`src/rtl/clkgate_pkg.sv`:
```
`timescale 1ns/1ps
package clkgate_pkg;

    localparam int NUM_OUT  = 6;
    localparam int CFG_W    = 8;
    localparam int ADDR_W   = 7;
    localparam int MODE_W   = 2;

    typedef enum logic [1:0] {
        PS_IDLE  = 2'd0,
        PS_RUN   = 2'd1,
        PS_SLEEP = 2'd2
    } pwr_state_e;

    typedef struct packed {
        logic [MODE_W-1:0] mode;
        logic [1:0]        addr_sel;
    } strap_t;

    // byte position that enables a given output lane
    function automatic int unsigned lane_bit(input int unsigned lane);
        case (lane)
            0: lane_bit = 0;
            1: lane_bit = 2;
            2: lane_bit = 3;
            3: lane_bit = 4;
            4: lane_bit = 6;
            default: lane_bit = 7;
        endcase
    endfunction

    function automatic logic [NUM_OUT-1:0] lanes_from_byte(input logic [CFG_W-1:0] b);
        logic [NUM_OUT-1:0] m;
        for (int unsigned i = 0; i < NUM_OUT; i++) begin
            m[i] = b[lane_bit(i)];
        end
        return m;
    endfunction

    function automatic logic mode_is_bypass(input logic [MODE_W-1:0] m);
        return (m == 2'b01);
    endfunction

    function automatic logic [ADDR_W-1:0] addr_decode(input logic [1:0] s);
        case (s)
            2'b00:   addr_decode = 7'h6B;
            2'b01:   addr_decode = 7'h6C;
            default: addr_decode = 7'h6D;
        endcase
    endfunction

endpackage

```
`src/rtl/cg_sync.sv`:
```
`timescale 1ns/1ps
module cg_sync #(
    parameter int               WIDTH     = 1,
    parameter int               STAGES    = 2,
    parameter logic [WIDTH-1:0] RESET_VAL = '0
) (
    input  logic             clk,
    input  logic             rst,
    input  logic [WIDTH-1:0] d,
    output logic [WIDTH-1:0] q
);

    logic [WIDTH-1:0] stage_q [STAGES];

    always_ff @(posedge clk) begin
        if (rst) begin
            for (int i = 0; i < STAGES; i++) stage_q[i] <= RESET_VAL;
        end else begin
            stage_q[0] <= d;
            for (int i = 1; i < STAGES; i++) stage_q[i] <= stage_q[i-1];
        end
    end

    assign q = stage_q[STAGES-1];

endmodule

```
`src/rtl/cg_cfg_reg.sv`:
```
`timescale 1ns/1ps
module cg_cfg_reg
    import clkgate_pkg::*;
(
    input  logic               clk,
    input  logic               rst,
    input  logic               we,
    input  logic [CFG_W-1:0]   wdata,
    output logic [NUM_OUT-1:0] lane_oe
);

    // only the six lane bits are stored; the two spare positions are dropped
    logic [NUM_OUT-1:0] oe_q;

    always_ff @(posedge clk) begin
        if (rst)     oe_q <= '1;
        else if (we) oe_q <= lanes_from_byte(wdata);
    end

    assign lane_oe = oe_q;

    a_r3_hold_without_write: assert property (@(posedge clk) disable iff (rst)
        !$past(we) |-> $stable(oe_q))
        else $error("a_r3_hold_without_write");

endmodule

```
`src/rtl/cg_pwr_seq.sv`:
```
`timescale 1ns/1ps
module cg_pwr_seq
    import clkgate_pkg::*;
(
    input  logic       clk,
    input  logic       rst,
    input  logic       pg_i,
    input  strap_t     strap_i,
    output pwr_state_e state_o,
    output strap_t     strap_o
);

    pwr_state_e state_q;
    strap_t     strap_q;

    always_ff @(posedge clk) begin
        if (rst) begin
            state_q <= PS_IDLE;
            strap_q <= '0;
        end else begin
            case (state_q)
                PS_IDLE: if (pg_i) begin
                    state_q <= PS_RUN;
                    strap_q <= strap_i;
                end
                PS_RUN:   if (!pg_i) state_q <= PS_SLEEP;
                PS_SLEEP: if (pg_i)  state_q <= PS_RUN;
                default:  state_q <= PS_IDLE;
            endcase
        end
    end

    assign state_o = state_q;
    assign strap_o = strap_q;

    a_r4_straps_frozen: assert property (@(posedge clk) disable iff (rst)
        (state_q != PS_IDLE && $past(state_q) != PS_IDLE) |-> $stable(strap_q))
        else $error("a_r4_straps_frozen");

    a_r4_no_return_idle: assert property (@(posedge clk) disable iff (rst)
        ($past(state_q) != PS_IDLE) |-> (state_q != PS_IDLE))
        else $error("a_r4_no_return_idle");

    a_r1_run_needs_pg: assert property (@(posedge clk) disable iff (rst)
        (state_q == PS_RUN && $past(state_q) != PS_RUN) |-> $past(pg_i))
        else $error("a_r1_run_needs_pg");

endmodule

```
`src/rtl/cg_lane.sv`:
```
`timescale 1ns/1ps
module cg_lane (
    input  logic clk,
    input  logic rst,
    input  logic fall_i,
    input  logic oc_i,
    input  logic req_i,
    output logic dif_p_o,
    output logic dif_n_o
);

    logic en_q;
    logic en_nxt;

    // the enable moves only when the output clock has just dropped
    always_comb en_nxt = fall_i ? req_i : en_q;

    always_ff @(posedge clk) begin
        if (rst) begin
            en_q    <= 1'b0;
            dif_p_o <= 1'b0;
            dif_n_o <= 1'b0;
        end else begin
            en_q    <= en_nxt;
            dif_p_o <= oc_i & en_nxt;
            dif_n_o <= ~oc_i & en_nxt;
        end
    end

    a_r6_change_on_fall: assert property (@(posedge clk) disable iff (rst)
        !$stable(en_q) |-> $past(fall_i))
        else $error("a_r6_change_on_fall");

    a_r2_rise_needs_req: assert property (@(posedge clk) disable iff (rst)
        $rose(en_q) |-> $past(req_i))
        else $error("a_r2_rise_needs_req");

    a_r6_comp_start: assert property (@(posedge clk) disable iff (rst)
        $rose(dif_n_o) |-> $past(fall_i))
        else $error("a_r6_comp_start");

    a_r6_true_start: assert property (@(posedge clk) disable iff (rst)
        $rose(dif_p_o) |-> ($past(oc_i) && $past(en_q)))
        else $error("a_r6_true_start");

endmodule

```
`src/rtl/clkout_gate_ctrl.sv`:
```
`timescale 1ns/1ps
module clkout_gate_ctrl
    import clkgate_pkg::*;
#(
    parameter int SYNC_STAGES = 2
) (
    input  logic         clk,
    input  logic         rst,
    input  logic         pwr_good,
    input  logic [5:0]   oe_pin_n,
    input  logic         cfg_we,
    input  logic [7:0]   cfg_wdata,
    input  logic [1:0]   strap_mode,
    input  logic [1:0]   strap_addr,
    input  logic         pll_lock,
    input  logic         out_clk,
    output logic [5:0]   dif_p,
    output logic [5:0]   dif_n,
    output logic         pll_enable,
    output logic         running,
    output logic [1:0]   mode_q,
    output logic [6:0]   bus_addr
);

    logic [NUM_OUT-1:0] pin_n_s;
    logic               pg_s;
    logic [NUM_OUT-1:0] lane_oe;
    logic [NUM_OUT-1:0] lane_req;
    pwr_state_e         pstate;
    strap_t             strap_in;
    strap_t             strap_q;
    logic               oc_d;
    logic               oc_fall;
    logic               bypass;
    logic               pll_ready;

    cg_sync #(.WIDTH(NUM_OUT), .STAGES(SYNC_STAGES), .RESET_VAL('1)) u_pin_sync (
        .clk(clk), .rst(rst), .d(oe_pin_n), .q(pin_n_s)
    );

    cg_sync #(.WIDTH(1), .STAGES(SYNC_STAGES), .RESET_VAL(1'b0)) u_pg_sync (
        .clk(clk), .rst(rst), .d(pwr_good), .q(pg_s)
    );

    cg_cfg_reg u_cfg (
        .clk(clk), .rst(rst), .we(cfg_we), .wdata(cfg_wdata), .lane_oe(lane_oe)
    );

    assign strap_in = '{mode: strap_mode, addr_sel: strap_addr};

    cg_pwr_seq u_seq (
        .clk(clk), .rst(rst), .pg_i(pg_s), .strap_i(strap_in),
        .state_o(pstate), .strap_o(strap_q)
    );

    always_ff @(posedge clk) begin
        if (rst) oc_d <= 1'b0;
        else     oc_d <= out_clk;
    end

    assign oc_fall   = oc_d & ~out_clk;
    assign running   = (pstate == PS_RUN);
    assign bypass    = mode_is_bypass(strap_q.mode);
    assign pll_ready = bypass | pll_lock;
    assign pll_enable = running & ~bypass;
    assign mode_q    = strap_q.mode;
    assign bus_addr  = addr_decode(strap_q.addr_sel);

    for (genvar g = 0; g < NUM_OUT; g++) begin : g_lane
        assign lane_req[g] = running & pll_ready & lane_oe[g] & ~pin_n_s[g];

        cg_lane u_lane (
            .clk(clk), .rst(rst), .fall_i(oc_fall), .oc_i(out_clk),
            .req_i(lane_req[g]), .dif_p_o(dif_p[g]), .dif_n_o(dif_n[g])
        );
    end

    a_r5_bypass_pll_off: assert property (@(posedge clk) disable iff (rst)
        bypass |-> !pll_enable)
        else $error("a_r5_bypass_pll_off");

    a_r1_pll_needs_run: assert property (@(posedge clk) disable iff (rst)
        pll_enable |-> running)
        else $error("a_r1_pll_needs_run");

    a_r2_pair_exclusive: assert property (@(posedge clk) disable iff (rst)
        (dif_p & dif_n) == '0)
        else $error("a_r2_pair_exclusive");

endmodule

```
`config.mk`:
```
export PLATFORM = sky130hd
export DESIGN_NAME = clkout_gate_ctrl
export DESIGN_NICKNAME = d
export VERILOG_FILES = /design/src/rtl/clkgate_pkg.sv /design/src/rtl/cg_sync.sv /design/src/rtl/cg_cfg_reg.sv /design/src/rtl/cg_pwr_seq.sv /design/src/rtl/cg_lane.sv /design/src/rtl/clkout_gate_ctrl.sv
export SDC_FILE = /design/constraint.sdc
export NUM_CORES = 1
export LEC_CHECK = 0
export ABC_AREA = 1
export ABC_CLOCK_PERIOD_IN_PS = 1300
export BUFFER_PORTS_ARGS = -buffer_cell sky130_fd_sc_hd__buf_2
export CAP_MARGIN = 20
export CORE_ASPECT_RATIO = 0.7
export CORE_MARGIN = 4
export CORE_UTILIZATION = 51
export DETAILED_ROUTE_END_ITERATION = 6
export PLACE_DENSITY = 0.78
export SLEW_MARGIN = 10
export SYNTH_ARGS = -nofsm -noshare
export SYNTH_HDL_FRONTEND = slang
export SYNTH_HIERARCHICAL = 1
export SYNTH_SLANG_ARGS = --single-unit
```
`constraint.sdc`:
```
create_clock -name clk -period 1.3 [get_ports clk]
set_input_delay 0.195 -clock clk [delete_from_list [all_inputs] [get_ports clk]]
set_output_delay 0.195 -clock clk [all_outputs]
set_load 0.05 [all_outputs]
```
; ---- Word level (Yosys, flattened, before mapping)
; Memory sizes are Yosys's and may differ from the RTL's.
; Cells that the tools add are included.
[word_totals]
regBits = 31
latchBits = 0
ramBits = 14
romBits = 0
output_inout_bits = 23
word_cells = 123
mem_count = 2
[mem_list]
columns = name, words, word_bits, rd, rd_ports_with_merged_regs, wr, line
row1 = u_pin_sync.stage_q, 2, 6, 2, 0, 2, cg_sync.sv:13  ; logic [WIDTH-1:0] stage_q [STAGES];
row2 = u_pg_sync.stage_q, 2, 1, 2, 0, 2, cg_sync.sv:13
[classes]
n_addsub = 0
multipliers = 0
div = 0
n_lt_le_gt_ge = 6
eq_ne = 6
shift = 0
muxes = 41
n_bitwise = 40
reduce_logical = 5
[ops]
columns = operator, n
row1 = 32-bit two-way mux, 12
row2 = 32-bit by 4-bit < comparator with 1-bit output (second input constant), 6
row3 = 1-bit bitwise AND, 27
row4 = 1-bit binary-select mux with 3-bit select, 6
row5 = 1-bit two-way mux, 17
row6 = 6-bit two-way mux, 2
row7 = 1-bit NOT, 8
row8 = 2-bit by 1-bit == test with 1-bit output (second input constant), 3
row9 = 3-bit one-hot mux with 2 select lines, 1
row10 = 1-bit bitwise OR, 5
row11 = 2-bit zero test, 2
row12 = 2-bit two-way mux, 2
row13 = 2-bit one-hot mux with 2 select lines, 1
row14 = 2-bit AND reduction, 2
row15 = 2-bit == test (second input constant), 1
row16 = 2-bit by 1-bit inequality test with 1-bit output (second input constant), 1
row17 = 2-bit inequality test (second input constant), 1
row18 = 2-bit OR reduction, 1

; ---- Depth between registers and ports, before layout
; Gate-level depths: netlist of the first run.
[logic_depth]
word_depth = 7
depth_mapped = 9

; ---- Hierarchy
; The synthesis of the first run kept the hierarchy.
[by_module_without_submodules]
columns = module, instances, cells_per_inst, area_each_um2, seq_area_each_um2
row1 = cg_lane, 6, 14, 107.6, 60.1
row2 = cg_sync (u_pin_sync), 1, 44, 390.4, 240.2
row3 = cg_pwr_seq, 1, 34, 245.2, 120.1
row4 = clkout_gate_ctrl, 1, 41, 203.9, 20.0
row5 = cg_cfg_reg, 1, 26, 202.7, 120.1
row6 = cg_sync (u_pg_sync), 1, 6, 55.1, 40.0

; ---- Worst setup path before layout of the first run
; Ideal clock, no wire load.
[synth_path]
path_kind = register -> output
startpoint = reg u_seq/strap_o[0] (netlist name)
endpoint = out bus_addr[2]
t_arrival_ns = 1.452
slack_ns = -0.347
stages_incl_launch_ff = 3
path_buffers = 0
cell_sequence = dfxtp_1 > nor2_1 > inv_1
[synth_between]
elab_chain_len = 2
[synth_lines]
columns = item, line
row1 = 2-bit by 1-bit == test with 1-bit output / 2-bit zero test (equally long branches), clkgate_pkg.sv:45  ; case (s)
row2 = 3-bit one-hot mux with 2 select lines *, clkgate_pkg.sv:45
row3 = end: declaration, clkout_gate_ctrl.sv:22  ; output logic [6:0] bus_addr
; Mark *: on every way between the ends. The rest lies on a longest branch, timed or not.

; ---- Final worst setup path of the first run
[layout_path]
startpoint = reg u_seq.state_q[0] (netlist: u_seq/state_o[0])
endpoint = out pll_enable
[layout_between]
elab_chain_len = 2
[layout_lines]
columns = item, line
row1 = start: declaration, cg_pwr_seq.sv:13  ; pwr_state_e state_q;
row2 = start signal: assignment, cg_pwr_seq.sv:18  ; state_q <= PS_IDLE;
row3 = start signal: assignment, cg_pwr_seq.sv:23  ; state_q <= PS_RUN;
row4 = start signal: assignment, cg_pwr_seq.sv:26  ; PS_RUN: if (!pg_i) state_q <= PS_SLEEP;
row5 = 2-bit by 1-bit == test with 1-bit output, clkout_gate_ctrl.sv:62  ; assign running = (pstate == PS_RUN);
row6 = 1-bit bitwise AND, clkout_gate_ctrl.sv:65  ; assign pll_enable = running & ~bypass;
row7 = end: declaration, clkout_gate_ctrl.sv:19  ; output logic pll_enable,
; Every way passes these cells.

==> results of run 1 <==
-- cell families after synthesis --
kind of cell / Yosys count
buffers and inverters: 84
other: 2
DFF: 45
AOI/OAI and AO/OA: 4
and+or+nand+nor: 100
-- final timing paths --
path,from,to,depth (start not counted),slack (ns)
max,u_seq/state_o[0],pll_enable,4,0.02
min,oe_pin_n[2],u_pin_sync/stage_q[0][2],3,0.07
min reg2reg,u_pin_sync/stage_q[0][0],u_pin_sync/stage_q[0][6],2,0.41
max reg2reg,u_seq/state_o[0],g_lane[4].u_lane/dif_p_o,9,0.17
-- area by class of cell --
| class | count | share of cell area [%] |
|---|---|---|
| Clock buffer | 7 | 4.19 |
| Inverter | 72 | 13.1 |
| Multi-Input combinational cell | 108 | 23.9 |
| Sequential cell | 45 | 44.0 |
| Tap cell | 47 | 2.85 |
| Timing Repair Buffer | 45 | 12.0 |
-- routing by layer --
| layer | track usage (%) | up-vias |
|---|---|---|
| met5 | 0 | - |
| met2 | 21.0 | 35 |
| li1 | - | 721 |
| met1 | 16.6 | 533 |
| met3 | 7.85 | 4 |
| met4 | 6.09 | 0 |
-- placed cells by master, fill, tap and decap left out --
master / count
sky130_fd_sc_hd__nor2_2: 1
sky130_fd_sc_hd__nand3_1: 10
sky130_fd_sc_hd__conb_1: 4
sky130_fd_sc_hd__nor3_1: 1
sky130_fd_sc_hd__nor2_1: 27
sky130_fd_sc_hd__and2_4: 1
sky130_fd_sc_hd__nand2_1: 51
sky130_fd_sc_hd__buf_4: 5
sky130_fd_sc_hd__nor2_4: 2
sky130_fd_sc_hd__inv_1: 69
sky130_fd_sc_hd__clkbuf_1: 1
sky130_fd_sc_hd__clkbuf_8: 6
sky130_fd_sc_hd__inv_2: 3
sky130_fd_sc_hd__dfxtp_1: 41
sky130_fd_sc_hd__a21oi_1: 4
sky130_fd_sc_hd__buf_2: 39
sky130_fd_sc_hd__dfxtp_2: 4
sky130_fd_sc_hd__buf_8: 1
sky130_fd_sc_hd__nand3_2: 6
sky130_fd_sc_hd__nand2_4: 1
-- power by group through the flow --
stage	registers, mW	logic (mW)	clock network [mW]
2_1_floorplan	1.54	0.208	0
3_3_place_gp	1.50	0.316	0
3_5_place_dp	1.50	0.323	0
4_1_cts	1.47	0.328	0.885
5_1_grt	1.48	0.364	0.948
6_report	1.47	0.328	0.844
-- timing repair --
action                     CTS  global route
pin swaps                    0             2
setup endpoints to repair    2             2
gates resized for setup      5             1
buffers inserted             1             2
-- metrics by stage --
step / util, % / power (mW)
4_1_cts: 63.7 / 2.68
6_report: 64.2 / 2.64
5_1_grt: 64.2 / 2.79
2_1_floorplan: - / 1.75
3_5_place_dp: 60.4 / 1.82
3_3_place_gp: 60.4 / 1.81
-- registers in the layout, summed over array words and instances, names as in the netlist --
| name | flops |
|---|---|
| g_lane.u_lane/dif_n_o | 6 |
| g_lane.u_lane/dif_p_o | 6 |
| g_lane.u_lane/en_q | 6 |
| oc_d | 1 |
| u_cfg/lane_oe | 6 |
| u_pg_sync/stage_q | 2 |
| u_pin_sync/stage_q | 12 |
| u_seq/state_o | 2 |
| u_seq/strap_o | 4 |
-- Yosys cell counts --
cell	number	area, um^2
sky130_fd_sc_hd__a21oi_1	4	20.0
sky130_fd_sc_hd__and2_2	1	7.51
sky130_fd_sc_hd__buf_2	1	5.00
sky130_fd_sc_hd__buf_4	10	75.1
sky130_fd_sc_hd__buf_6	1	11.3
sky130_fd_sc_hd__conb_1	2	7.51
sky130_fd_sc_hd__dfxtp_1	45	901
sky130_fd_sc_hd__inv_1	70	263
sky130_fd_sc_hd__inv_2	2	7.51
sky130_fd_sc_hd__nand2_1	51	191
sky130_fd_sc_hd__nand2_4	1	11.3
sky130_fd_sc_hd__nand3_1	10	50.1
sky130_fd_sc_hd__nand3_2	6	60.1
sky130_fd_sc_hd__nor2_1	28	105
sky130_fd_sc_hd__nor2_4	2	22.5
sky130_fd_sc_hd__nor3_1	1	5.00
-- critical path: cells and delay by family (launching register included) --
family,cells,cell delay (ns)
buffers and inverters,2,0.18
DFF,1,0.34
and+or+nand+nor,2,0.27
==> summary.md, run 1 <==
For this run, the post-layout net count is 301. On the critical path, the stage with the largest delay is an instance of sky130_fd_sc_hd__dfxtp_2. The antenna violation net count after detailed routing is 0. The count of input and output buffers works out to 40. After synthesis the netlist holds a flip-flop and latch count of 45. Along the worst path, the maximum fanout reaches 3. The cell area power density works out to 1280 mW/mm^2. The region available for standard cell placement spans 0.00321 mm^2. The worst setup path is launched from a flip-flop. The worst hold path belongs to the class in2reg. The hold violation total from the final report was 0; the number of buffers created by CTS was 5. The area growth from synthesis to layout is 18.2%. The final worst hold slack came out at 0.0745 ns. Clock-pin slew was measured on the worst setup and hold paths at 0.07 ns. The run gives 0.00443 mm^2 as the die area. The routed length on met1 was 1.36 mm; the post-detailed-routing wire length was 2.82 mm. The compound-cell area share of the yosys netlist works out to 1.15%.

Before CTS, the worst setup slack after placement is 0.126 ns. The run gives 0 as the cts-stage hold buffer count. In the routed design, unresolved DRC markers number 0. The number of pins with negative max-slew slack in the final report was 0; the internal power contribution was 1.96 mW. For the final-layout fill cell count, the log shows 287. The total number of H-tree levels came out at 2. Dividing the detail-routed via count by the number of cells gives 3.99.

Number of antenna diodes: 0. The sum of met3 wire segment lengths after detailed routing was 215 um. The first global-routing pass estimated 4.80 mm of wire. The flow ran to the end, and the final reports show no timing, DRC or antenna violations. Yosys printed 6 warnings. The clock sink count was 45; the clock network power share was 32.0%. Traced cell by cell, the critical path runs through inv_2 > nor2_4 > and2_4 > buf_8. Of the synthesized area, sequential elements account for 51.7%. The tree is rooted in a sky130_fd_sc_hd__clkbuf_8. Across every metal layer, demand over resource in global routing totals 14.1%.

The gate count after technology mapping is 235, and the share of the cycle needed by the critical path after routing is 98.3%. The classification of the worst setup path was reg2out. The xor and xnor fraction of the mapped netlist area is 0%, and the x dimension of the die is 77.9 um. In this run the vertical extent of the chip is 56.9 um. Of the cells placed in the final design, the portion with a size suffix greater than 1 is 24.9%. Setup repair after global routing could not meet its margin everywhere. In this run, the combinational gates consume 12.4% of the power. The run gives 0 as the residual overflow from global routing.

The highest routing layer actually used is met4. Post-detailed-placement half-perimeter wirelength: 2.03 mm. Entering global routing, the biggest net connects 14 pins. The net switching component of the power came out at 0.678 mW. In the post-route analysis, the smallest setup slack over all paths is 0.0226 ns. The finished layout holds 324 standard cells, fillers aside.

The number of placed instances, taps included, is 314. The post-route cell area is 0.00206 mm^2. The wire length on met2 is 1.21 mm.

No sink is reached through more buffers than the 2 on the longest clock path. The critical path required time was 1.11 ns; the final period demand of the worst path was 1.28 ns. The logs give 0 for the count of final setup violators and 0.29 ns for the latest clock arrival within the worst-skew pair. A synthesized cell averages 7.42 um^2. Average wire per cell in the routed design: 8.69 um. Derived from the worst setup path, the maximum achievable clock frequency is 783 MHz. The combined area of the multi-input logic cells was 492 um^2; the sequential cell area was 906 um^2. STA classifies the critical path endpoint as an output pin.

After Yosys synthesis, and, or, nand and nor cells account for 26.0% of the synthesized area. For the number of global-route vias before repair, the log shows 1149. The synthesized netlist devotes 0% of its cell area to adder and majority cells. For this design the top-level I/O count stands at 47. The analysis attributes to cell leakage a power of 1.21 nW. In this run switching power makes up 25.7% of total power.

For the effective utilization at floorplan, the log shows 54.3%. The tools report the maximum resistive drop on vdd as 0.938 mV. The site row count is 17, and the number of violations reported at the end of detailed-routing iteration 0 is 34.

The initial antenna violation count was 0; the proportion of synthesized area in mux cells was 0%. The first detailed-routing pass took 4 iterations. After synthesis, the netlist uses 16 different library cells. TritonCTS built the clock tree. By area, the combinational part of the netlist is dominated by simple AND/OR/NAND/NOR gates. Across the routed clock network, the largest skew measured is 0.00421 ns. In this run the cell area measured after placement is 0.00194 mm^2. For the final routed database, the setup TNS stands at 0 ns. The number of vias in the routed layout was 1293; the sequential fraction of design power was 55.6%. For the worst setup path, the data arrival time is 1.08 ns.

The synthesized netlist occupies a cell area of 0.00174 mm^2. On the worst path, the slowest cell contributes a delay of 0.34 ns. The reported max-cap violation count is 0. The congestion estimate from routability-driven global placement came to 0.802.
(Power assumes the default switching activity.)
==> run 2, diff against run 1 <==
Settings changed: ABC_AREA 1 to default, CORE_UTILIZATION 51 to 50, PLACE_DENSITY 0.78 to 0.77.
==> run 2 against run 1 <==
The run now ends with negative setup slack left. Clock power is 8.6% higher. Combinational power down 23%. Die area decreased by 2.0%. Global-route usage up 1.4 points. Via count shrank 12%. Register-to-register slack worse by 0.16 ns. Utilization increased by 1.6 points. Critical endpoint unchanged. Sequential power is 3% lower. Clock skew increased by 0.0031 ns. Synthesized cell count is 37% lower.
==> summary.md, run 2 <==
The die is 77.1 um wide. u_pin_sync/stage_q holds more flip-flops than any other register. At the end of the flow the core is filled with cells to 65.8%. The gate count after technology mapping was 148; the cell area after technology mapping was 0.00167 mm^2.

The number of pins with negative max-slew slack in the final report was 0; the buffer and inverter count on the worst path was 2. Across the run, the number of max-cap violations was 0. On the final layout, the worst hold slack is 0.0770 ns. The critical path startpoint category was a flip-flop.

The run finished, with violations left. In the synthesized netlist, the cells that appear most often are sky130_fd_sc_hd__dfxtp_1, sky130_fd_sc_hd__or2_1, sky130_fd_sc_hd__buf_4, sky130_fd_sc_hd__mux2i_1, sky130_fd_sc_hd__nand2b_1. The standard cell core area is 0.00317 mm^2, and the number of synthesized flops with an enable pin is 0.

The flip-flop and latch count after synthesis is 45, and the cell area power density is 1250 mW/mm^2. The wire length of the first global-routing pass was 5.29 mm. The biggest area contributor in the post-synthesis netlist is sky130_fd_sc_hd__dfxtp_1. The longest clock path from root to sink contains 2 buffers. The clock transition time at the flip-flop clock pins of the worst setup and hold paths came out at 0.08 ns. The most common cell in the netlist was sky130_fd_sc_hd__dfxtp_1.

The worst path arrival time was 1.14 ns. In the synthesized netlist the async set-or-reset flop fraction comes to 0%. The number of vias in the routed layout was 1137; the die area was 0.00434 mm^2. The sequential cell area fraction in the yosys report is 53.9%. The top cell types in the final layout, fill and taps aside, are sky130_fd_sc_hd__dfxtp_1, sky130_fd_sc_hd__buf_2, sky130_fd_sc_hd__or2_1.

Row generation in the floorplan step produced 17 rows. For the maximum number of pins on one net before global-route repair, the log shows 41. Highest cell delay on the worst timing path: 0.36 ns.

Data on the critical path is required at its endpoint by 1.11 ns. TritonCTS built the clock tree. The total number of yosys warnings is 6. In the finished design, the share of the clock period the worst path needs comes to 103%. The class of the worst hold path was in2reg. Ranked by total cell area, the synthesized netlist is headed by sky130_fd_sc_hd__dfxtp_1, sky130_fd_sc_hd__mux2i_1, sky130_fd_sc_hd__buf_4. The number of global-route vias before repair came out at 1197. The remaining design rule violation count was 0; the maximum resistive drop on vdd was 0.746 mV.

The count of input and output buffers works out to 40. Setup repair after global routing could not meet its margin everywhere. The checks that failed: negative setup slack. Timing analysis after detailed placement gives a worst setup slack of 0.0412 ns.

For this configuration, the core starts out at a cell density of 52.7%. The pre-antenna-repair detailed-routing pass consisted of 4 iterations. After detailed placement, the total cell area comes to 0.00188 mm^2. The layout overhead on the synthesized area is 24.8%.

The tools report the clock sink count as 45. After detailed routing, the number of vias per cell comes to 4.88. The critical path goes through buf_6 > nor2b_4 > and2_4 > buf_8.

The critical path is of the reg2out type. After synthesis, the netlist uses 25 different library cells. The register with the most flip-flops in the layout has 12 of them. The logs give 2.22 mm for the post-detailed-placement half-perimeter wirelength and 3.18 mm for the post-detailed-routing wire length.

The slowest stage of the critical path is the sky130_fd_sc_hd__dfxtp_4 cell. In this design, the largest share of critical-path delay is due to flip-flops. Kind of end point of the critical path: an output pin. At the pin with the least slew margin, the transition time is 0.654 ns. The logs give 0.00208 mm^2 for the post-route cell area and 47 for the total I/O pin count. The overall power after layout was 2.60 mW; the area share of the largest cell type after synthesis was 53.9%.

The hold violation total from the final report was 0; the die height was 56.4 um. The tools report the total number of H-tree levels as 2. Global routing finished with a remaining overflow of 0.

The run gives 218 as the final net count. The root buffer cell is sky130_fd_sc_hd__clkbuf_8. The average wire per cell in the routed design works out to 13.6 um. For this run, the top clock speed supported by timing is 748 MHz. In this run the static leakage power is 0.865 nW. Headroom to the max-slew limit: 56.4%. In the final layout, the share of cells above drive strength 1 is 44.1%. After routing, the total negative slack on setup checks comes to -0.0603 ns. Global routing used 15.5% of the available tracks across all layers. For the final database, setup skew stands at 0.00730 ns. In this run, CTS created clock tree buffers numbering 5.

For the final standard cell count with taps included and fillers excluded, the log shows 233. The tools report the latest clock arrival within the worst-skew pair as 0.29 ns. For the number of violations reported at the end of detailed-routing iteration 0, the log shows 46. The post-route worst setup slack was -0.0373 ns.

The biggest fanout along the worst timing path is 2. The weighted congestion reported at the end of routability-driven placement is 0.713. The per-instance average area after synthesis is 11.3 um^2.

Most common library cell in the layout ignoring fill and taps: sky130_fd_sc_hd__dfxtp_1. The count of nets left with antenna violations once routing finished came out at 0. Counting I/O delays and the setup requirement, the final critical path takes 1.34 ns. For the count of final setup violators, the log shows 2. For this run, the leading register cell type out of synthesis is sky130_fd_sc_hd__dfxtp_1.

The initial antenna violation count is 0, and the instance count after placement with tap cells included is 221. 0 antenna diodes ended up in the layout.
## run 2: cell count changes in the layout (fill, tap and decap cells not counted), sizes merged, moves of 7 or more
cell,previous run,this run
nor2,30,6
nor2b,0,10
nand2,52,0
nand3,16,0
mux2i,0,10
nand2b,0,10
nor3b,0,7
inv,72,3
or2,0,13
## run 2: cell type report
cell class,instances,area (um^2)
clock buffer,7,96.3
multi-input combinational,89,711
clock inverter,1,5.00
fill,248,1080
sequential,45,912
timing repair buffer,50,302
tap,38,47.5
inverter,3,11.3
## run 2: final timing paths
kind / from / endpoint / slack (ns) / cells past startpoint
min: oe_pin_n[0] / u_pin_sync/stage_q[0][0] / 0.08 / 2
min reg2reg: u_pin_sync/stage_q[0][0] / u_pin_sync/stage_q[0][6] / 0.41 / 1
max reg2reg: u_seq/state_o[1] / g_lane[4].u_lane/dif_n_o / 0.01 / 5
max: u_seq/state_o[1] / pll_enable / -0.04 / 4
## run 2: kinds of logic after synthesis
logic type,Yosys count,synth area share [%]
simple gates,61,27.3
buf+inv,16,6.37
xor+xnor,1,0.524
other cells,2,0.450
mux,10,5.99
compound gates,13,5.39
flops,45,53.9
## run 2: repair_timing
action	4_1_cts	5_1_grt
pin swaps	0	1
hold buffers	0	0
setup endpoints to repair	4	15
buffers inserted	4	0
gates resized for setup	17	6
## run 2: where the power goes
part	switching (mW)	internal [mW]	leakage (nW)
clock network	0.437	0.480	0.0542
logic	0.142	0.110	0.440
registers	0.0170	1.42	0.371
total	0.596	2.01	0.865
## run 2: per-layer routing
layer	vias up	wire length (um)	GRT usage, %	share of wire [%]
met5	-	0	0	0
met4	0	73	7.61	2.3
met1	523	1340	17.0	42
met2	34	1570	26.3	49
li1	571	-	-	-
met3	9	197	6.09	6.2
